==> config.mk <==
export PLATFORM = sky130hd
export DESIGN_NAME = vchain_issue
export DESIGN_NICKNAME = d
export VERILOG_FILES = /design/src/rtl/vchain_pkg.sv /design/src/rtl/vchain_avail.sv /design/src/rtl/vchain_unit.sv /design/src/rtl/vchain_issue.sv
export SDC_FILE = /design/constraint.sdc
export NUM_CORES = 1
export LEC_CHECK = 0
export ABC_CLOCK_PERIOD_IN_PS = 7900
export BUFFER_PORTS_ARGS = -buffer_cell sky130_fd_sc_hd__buf_2
export CAP_MARGIN = 20
export CORE_UTILIZATION = 40
export CTS_CLUSTER_DIAMETER = 50
export CTS_CLUSTER_SIZE = 10
export DETAILED_ROUTE_END_ITERATION = 7
export PLACE_DENSITY = 0.59
export SYNTH_ARGS = -nofsm -noshare
export SYNTH_HDL_FRONTEND = slang
export SYNTH_SLANG_ARGS = --single-unit
==> constraint.sdc <==
create_clock -name clk -period 7.9 [get_ports clk]
set_input_delay 1.58 -clock clk [delete_from_list [all_inputs] [get_ports clk]]
set_output_delay 1.58 -clock clk [all_outputs]
set_load 0.005 [all_outputs]
==> src/rtl/vchain_pkg.sv <==
package vchain_pkg;
  localparam int NUNITS = 3;

  typedef enum logic [1:0] {
    OP_LOAD = 2'd0,
    OP_MUL  = 2'd1,
    OP_ADD  = 2'd2,
    OP_RSVD = 2'd3
  } vop_e;

  function automatic int unit_of(input logic [1:0] op);
    case (op)
      OP_LOAD: return 0;
      OP_MUL:  return 1;
      default: return 2;
    endcase
  endfunction
endpackage

==> src/rtl/vchain_avail.sv <==
module vchain_avail #(
  parameter int NREG  = 8,
  parameter int VLMAX = 16,
  parameter int NU    = 3,
  localparam int RW   = $clog2(NREG),
  localparam int LENW = $clog2(VLMAX + 1)
) (
  input  logic            clk,
  input  logic            rst_n,
  input  logic            clr_en,
  input  logic [RW-1:0]   clr_reg,
  input  logic [NU-1:0]   inc_en,
  input  logic [RW-1:0]   inc_reg [NU],
  input  logic [NU-1:0]   fill_en,
  input  logic [RW-1:0]   fill_reg [NU],
  output logic [LENW-1:0] cnt [NREG]
);
  for (genvar g = 0; g < NREG; g++) begin : g_reg
    logic hit_inc, hit_fill;

    always_comb begin
      hit_inc  = 1'b0;
      hit_fill = 1'b0;
      for (int u = 0; u < NU; u++) begin
        if (inc_en[u] && inc_reg[u] == RW'(g))   hit_inc  = 1'b1;
        if (fill_en[u] && fill_reg[u] == RW'(g)) hit_fill = 1'b1;
      end
    end

    always_ff @(posedge clk) begin
      if (!rst_n)                               cnt[g] <= LENW'(VLMAX);
      else if (clr_en && clr_reg == RW'(g))     cnt[g] <= '0;
      else if (hit_fill)                        cnt[g] <= LENW'(VLMAX);
      else if (hit_inc)                         cnt[g] <= cnt[g] + LENW'(1);
    end

    // no strobe may count past a full register
    assert_cnt_bound_R4: assert property (@(posedge clk) disable iff (!rst_n)
      hit_inc |-> (cnt[g] < LENW'(VLMAX)));
  end
endmodule

==> src/rtl/vchain_unit.sv <==
module vchain_unit #(
  parameter int LAT     = 6,
  parameter bit HAS_SRC = 1'b1,
  parameter int RW      = 3,
  parameter int LENW    = 5
) (
  input  logic            clk,
  input  logic            rst_n,
  input  logic            start,
  input  logic [RW-1:0]   st_vd,
  input  logic [RW-1:0]   st_vs1,
  input  logic [RW-1:0]   st_vs2,
  input  logic [LENW-1:0] st_len,
  input  logic [LENW-1:0] cnt_vs1,
  input  logic [LENW-1:0] cnt_vs2,
  output logic            busy,
  output logic [RW-1:0]   vd,
  output logic [RW-1:0]   vs1,
  output logic [RW-1:0]   vs2,
  output logic            adv,
  output logic [LENW-1:0] idx,
  output logic            wr,
  output logic            fin
);
  logic [LENW-1:0] len;
  logic [LAT-1:0]  pipe;
  logic            src_ok;

  always_comb begin
    if (HAS_SRC)
      src_ok = (vs1 == vd || cnt_vs1 > idx) && (vs2 == vd || cnt_vs2 > idx);
    else
      src_ok = 1'b1;
  end

  assign adv = busy && (idx < len) && src_ok;
  assign wr  = pipe[LAT-1];
  assign fin = busy && (idx == len) && (pipe[LAT-2:0] == '0);

  always_ff @(posedge clk) begin
    if (!rst_n) begin
      busy <= 1'b0;
      vd   <= '0;
      vs1  <= '0;
      vs2  <= '0;
      len  <= '0;
      idx  <= '0;
      pipe <= '0;
    end else begin
      pipe <= {pipe[LAT-2:0], adv};
      if (start) begin
        busy <= 1'b1;
        vd   <= st_vd;
        vs1  <= st_vs1;
        vs2  <= st_vs2;
        len  <= st_len;
        idx  <= '0;
      end else begin
        if (fin) busy <= 1'b0;
        if (adv) idx  <= idx + LENW'(1);
      end
    end
  end

  assert_idx_step_R3: assert property (@(posedge clk) disable iff (!rst_n)
    adv |=> (idx == $past(idx) + LENW'(1)));
  assert_start_idle_R6: assert property (@(posedge clk) disable iff (!rst_n)
    start |-> !busy);
  assert_wr_busy_R4: assert property (@(posedge clk) disable iff (!rst_n)
    wr |-> busy);
endmodule

==> src/rtl/vchain_issue.sv <==
module vchain_issue
  import vchain_pkg::*;
#(
  parameter int NREG    = 8,
  parameter int VLMAX   = 16,
  parameter int LAT_LD  = 12,
  parameter int LAT_MUL = 7,
  parameter int LAT_ADD = 6,
  localparam int RW     = $clog2(NREG),
  localparam int LENW   = $clog2(VLMAX + 1)
) (
  input  logic                   clk,
  input  logic                   rst_n,
  input  logic                   in_valid,
  output logic                   in_ready,
  input  logic [1:0]             in_op,
  input  logic [RW-1:0]          in_vd,
  input  logic [RW-1:0]          in_vs1,
  input  logic [RW-1:0]          in_vs2,
  input  logic [LENW-1:0]        in_len,
  output logic [NUNITS-1:0]      unit_start,
  output logic [NUNITS-1:0]      unit_adv,
  output logic [NUNITS*LENW-1:0] unit_idx,
  output logic [NUNITS-1:0]      unit_wr
);
  logic [NUNITS-1:0] u_busy, u_fin;
  logic [RW-1:0]     u_vd  [NUNITS];
  logic [RW-1:0]     u_vs1 [NUNITS];
  logic [RW-1:0]     u_vs2 [NUNITS];
  logic [LENW-1:0]   cnt   [NREG];
  logic              hazard, fire;
  int                new_u;

  always_comb begin
    new_u  = unit_of(in_op);
    hazard = 1'b0;
    for (int u = 0; u < NUNITS; u++) begin
      if (u_busy[u]) begin
        if (u == new_u)         hazard = 1'b1;  // structural
        if (u_vd[u] == in_vd)   hazard = 1'b1;  // write after write
        if (u != 0 && (u_vs1[u] == in_vd || u_vs2[u] == in_vd))
          hazard = 1'b1;                        // write after read
      end
    end
  end

  assign in_ready = !hazard;
  assign fire     = in_valid && in_ready;

  for (genvar g = 0; g < NUNITS; g++) begin : g_unit
    localparam int LAT_G = (g == 0) ? LAT_LD : (g == 1) ? LAT_MUL : LAT_ADD;

    assign unit_start[g] = fire && (new_u == g);

    vchain_unit #(
      .LAT    (LAT_G),
      .HAS_SRC(g != 0),
      .RW     (RW),
      .LENW   (LENW)
    ) u_fu (
      .clk    (clk),
      .rst_n  (rst_n),
      .start  (unit_start[g]),
      .st_vd  (in_vd),
      .st_vs1 (in_vs1),
      .st_vs2 (in_vs2),
      .st_len (in_len),
      .cnt_vs1(cnt[u_vs1[g]]),
      .cnt_vs2(cnt[u_vs2[g]]),
      .busy   (u_busy[g]),
      .vd     (u_vd[g]),
      .vs1    (u_vs1[g]),
      .vs2    (u_vs2[g]),
      .adv    (unit_adv[g]),
      .idx    (unit_idx[g*LENW +: LENW]),
      .wr     (unit_wr[g]),
      .fin    (u_fin[g])
    );

    assert_no_waw_R7: assert property (@(posedge clk) disable iff (!rst_n)
      (u_busy[g] && fire) |-> (in_vd != u_vd[g]));
  end

  vchain_avail #(
    .NREG (NREG),
    .VLMAX(VLMAX),
    .NU   (NUNITS)
  ) u_avail (
    .clk     (clk),
    .rst_n   (rst_n),
    .clr_en  (fire),
    .clr_reg (in_vd),
    .inc_en  (unit_wr),
    .inc_reg (u_vd),
    .fill_en (u_fin),
    .fill_reg(u_vd),
    .cnt     (cnt)
  );

  assert_one_start_R2: assert property (@(posedge clk) disable iff (!rst_n)
    $onehot0(unit_start));
endmodule

==> flow_summary_export.csv <==
group,metric,value,unit
run_status,status,"finished clean",
synthesis,netlist_instances,784,
synthesis,synth_cell_types,60,
synthesis,yosysSeqAreaShare,31.4,%
clocking,clkLatencyLatePin,0.43,ns
grt,grt_overflow,0,
clocking,cts.repair.resized,0,
synthesis,synth_top_flop_cell,"dfxtp_1",
timing,hold_violations,0,
grt,grt_max_degree,58,
detailed_routing,routed_via_density,5.74,
pwr,p_leak,3.18,nW
detailed_routing,highest_layer,"met4",
detailed_routing,wl_met3,1510,um
floorplan,core_area,18600,um2
timing,setup_viol,0,
cells_and_area,drive_gt1_share,17.9,%
setup_path,cp_max_fo,13,
floorplan,dieArea,19500,um2
detailed_routing,post_drt_wl_per_cell,19.6,um
run,maxCapViolCount,0,
detailed_routing,dr.pass1.iters,5,
cells_and_area,diodes,0,
placement,hpwl,15200,um
synthesis,synth_area,7590,um2
min_path,hold_class,"register to register",
cells_and_area,seq_area,2380,um2
setup_path,cp.arrival,3.74,ns
synthesis,synthTopCellsByArea,"dfxtp_1, mux4_2, ha_1",
timing,period_minus_slack,5.32,ns
synthesis,syn_avg_cell_area,9.69,um2
detailed_routing,routed_wl,20400,um
detailed_routing,vias,5985,
clocking,cts_buffer_depth,2,
timing,rsz0062_at_grt,"no",
clocking,clockRootBuffer,"clkbuf_16",
timing,clock-skew-final,0.0159,ns
timing,layout_setup_ws,2.58,ns
timing,hold_slack,0.447,ns
floorplan,pin_count,44,
detailed_routing,wl_met1,9570,um
detailed_routing,ant_nets,0,
timing,fmax,188,MHz
clocking,clock-sinks,119,
timing,slew_viol_final,0,
clocking,post-cts-setup-buffer-count,0,
placement,io_buffers,43,
floorplan,start_util,40.7,%
clocking,htree_levels,4,
detailed_routing,drtIter0Drc,541,
clocking,cts_tree,"yes",
cells_and_area,fin_nets,861,
detailed_routing,drc,0,
pwr,ir_drop,183,uV
timing,fin_setup_tns,0,ns
synthesis,synth_top_area_cell,"dfxtp_1",
cells_and_area,fill_cells,1823,
timing,worstMarginPinSlew,0.946,ns
setup_path,end_kind,"output pin",
placement,place_ws,2.68,ns
timing,slew_headroom,36.9,%
synthesis,ys_warn_count,0,
setup_path,critPathKind,"register to output pin",
synthesis,synth_edf_count,0,
clocking,ctsHoldBuffers,0,
clocking,numCtsBuffers,17,
detailed_routing,routed-wl-met2,8850,um
synthesis,ys_ff_latch,119,
floorplan,rows,50,
cells_and_area,utilization,45.1,%
setup_path,start_kind,"register",
timing,period_share,67.3,%
synthesis,synthArstFlopShare,0,%
grt,first_global_vias,5625,
grt,track_usage,22.0,%
placement,place_congestion,0.930,
clocking,clk_pin_slew,0.07,ns
synthesis,syn-num-nets,849,
cells_and_area,area_growth,10.6,%
floorplan,die_w,140,um
grt,grt_pass1_wl,32500,um
synthesis,yosysTopAreaCellShare,31.4,%
grt,antenna_found_initial,0,
setup_path,worst_ep_required_time,6.32,ns
floorplan,die_height,140,um
pwr,power.density,185,nW/um2
cells_and_area,multi_input_area,4760,um2
-- report_power, final --
part / switching, W / internal, W
sequential: 0.0000312 / 0.000612
clock: 0.000311 / 0.000470
combinational: 0.0000761 / 0.0000531
total: 0.000419 / 0.00114
-- final timing paths --
kind         slack (ns)                          startpoint  cells after the start                                 end
min                0.45   g_unit[1].u_fu.pipe[0]$_SDFF_PN0_                      1   g_unit[1].u_fu.pipe[1]$_SDFF_PN0_
max                2.58  g_unit[2].u_fu.vs2[1]$_SDFFE_PN0P_                      8                         unit_adv[2]
min reg2reg        0.45   g_unit[1].u_fu.pipe[0]$_SDFF_PN0_                      1   g_unit[1].u_fu.pipe[1]$_SDFF_PN0_
max reg2reg        4.36  g_unit[2].u_fu.vs2[1]$_SDFFE_PN0P_                      9  g_unit[2].u_fu.idx[2]$_SDFFE_PP0P_
-- cell usage after synthesis, types with 5 or more instances --
cell	instances
buf_4	12
ha_1	46
o32ai_1	6
mux2i_1	37
and3_1	6
nand4_1	29
dfxtp_1	119
o21ai_0	27
a211oi_1	7
nand2b_1	5
mux2_2	16
nand3_1	27
nor4b_1	5
inv_1	33
xnor2_1	22
mux4_2	40
xor2_1	50
clkbuf_1	23
buf_2	6
nor2_1	49
nor2b_1	10
buf_1	6
a21o_1	9
a32oi_1	7
and2_1	24
nor3_1	18
a21oi_1	14
nand2_1	67
-- cell families (layout without fill, tap and decap cells) --
family | Yosys count | after routing | synth area share [%]
AOI/OAI and AO/OA | 97 | 97 | 9.13
xor gates and xnor gates | 73 | 73 | 8.52
adders and majority gates | 46 | 46 | 7.58
buffers and inverters | 88 | 112 | 5.93
DFF | 119 | 119 | 31.4
muxes | 93 | 93 | 19.1
and+or+nand+nor | 268 | 268 | 18.4
-- area by class of cell --
cell class | instances | area share [%]
Timing Repair Buffer | 46 | 2.83
Inverter | 35 | 1.62
Sequential cell | 119 | 28.4
Tap cell | 234 | 3.49
Clock buffer | 17 | 5.06
Multi-Input combinational cell | 577 | 56.7
Clock inverter | 14 | 1.97
-- per-stage QoR --
stage	cells	instance area, um2	total power (W)
2_1_floorplan	784	7590	0.000748
3_3_place_gp	1011	7810	0.000784
3_5_place_dp	1011	7810	0.000784
4_1_cts	1042	8400	0.00157
5_1_grt	1042	8400	0.00161
6_report	1042	8400	0.00155
-- routing by layer --
layer  track usage (%)  vias up
li1                  -     2871
met1              30.3     2868
met2              32.5      214
met3              6.09       32
met4              8.50        0
met5                 0        -
-- cells in the final DEF, fill, tap and decap left out, drive strengths merged, types with 29 or more instances in the layout --
cell / n
ha: 46
inv: 38
dfxtp: 119
xor2: 51
nand2: 68
nand4: 29
o21ai: 30
mux4: 40
mux2i: 37
buf: 46
nor2: 50
-- worst max-delay path, cell delays in order (launching register included) --
cell     delay [ns]
dfxtp_1        0.86
mux4_2         0.63
mux2_2         0.30
ha_1           0.28
a211o_1        0.30
a221o_1        0.29
a32oi_1        0.35
nor3_2         0.15
buf_2          0.16
-- sequential cells by signal, summed over array words and instances, names as in the netlist --
register          count
g_unit.u_fu.busy      3
g_unit.u_fu.idx      15
g_unit.u_fu.len      15
g_unit.u_fu.pipe     25
g_unit.u_fu.vd        9
g_unit.u_fu.vs1       6
g_unit.u_fu.vs2       6
u_avail.cnt          40
Note: power is estimated with default switching activity, not from simulation.
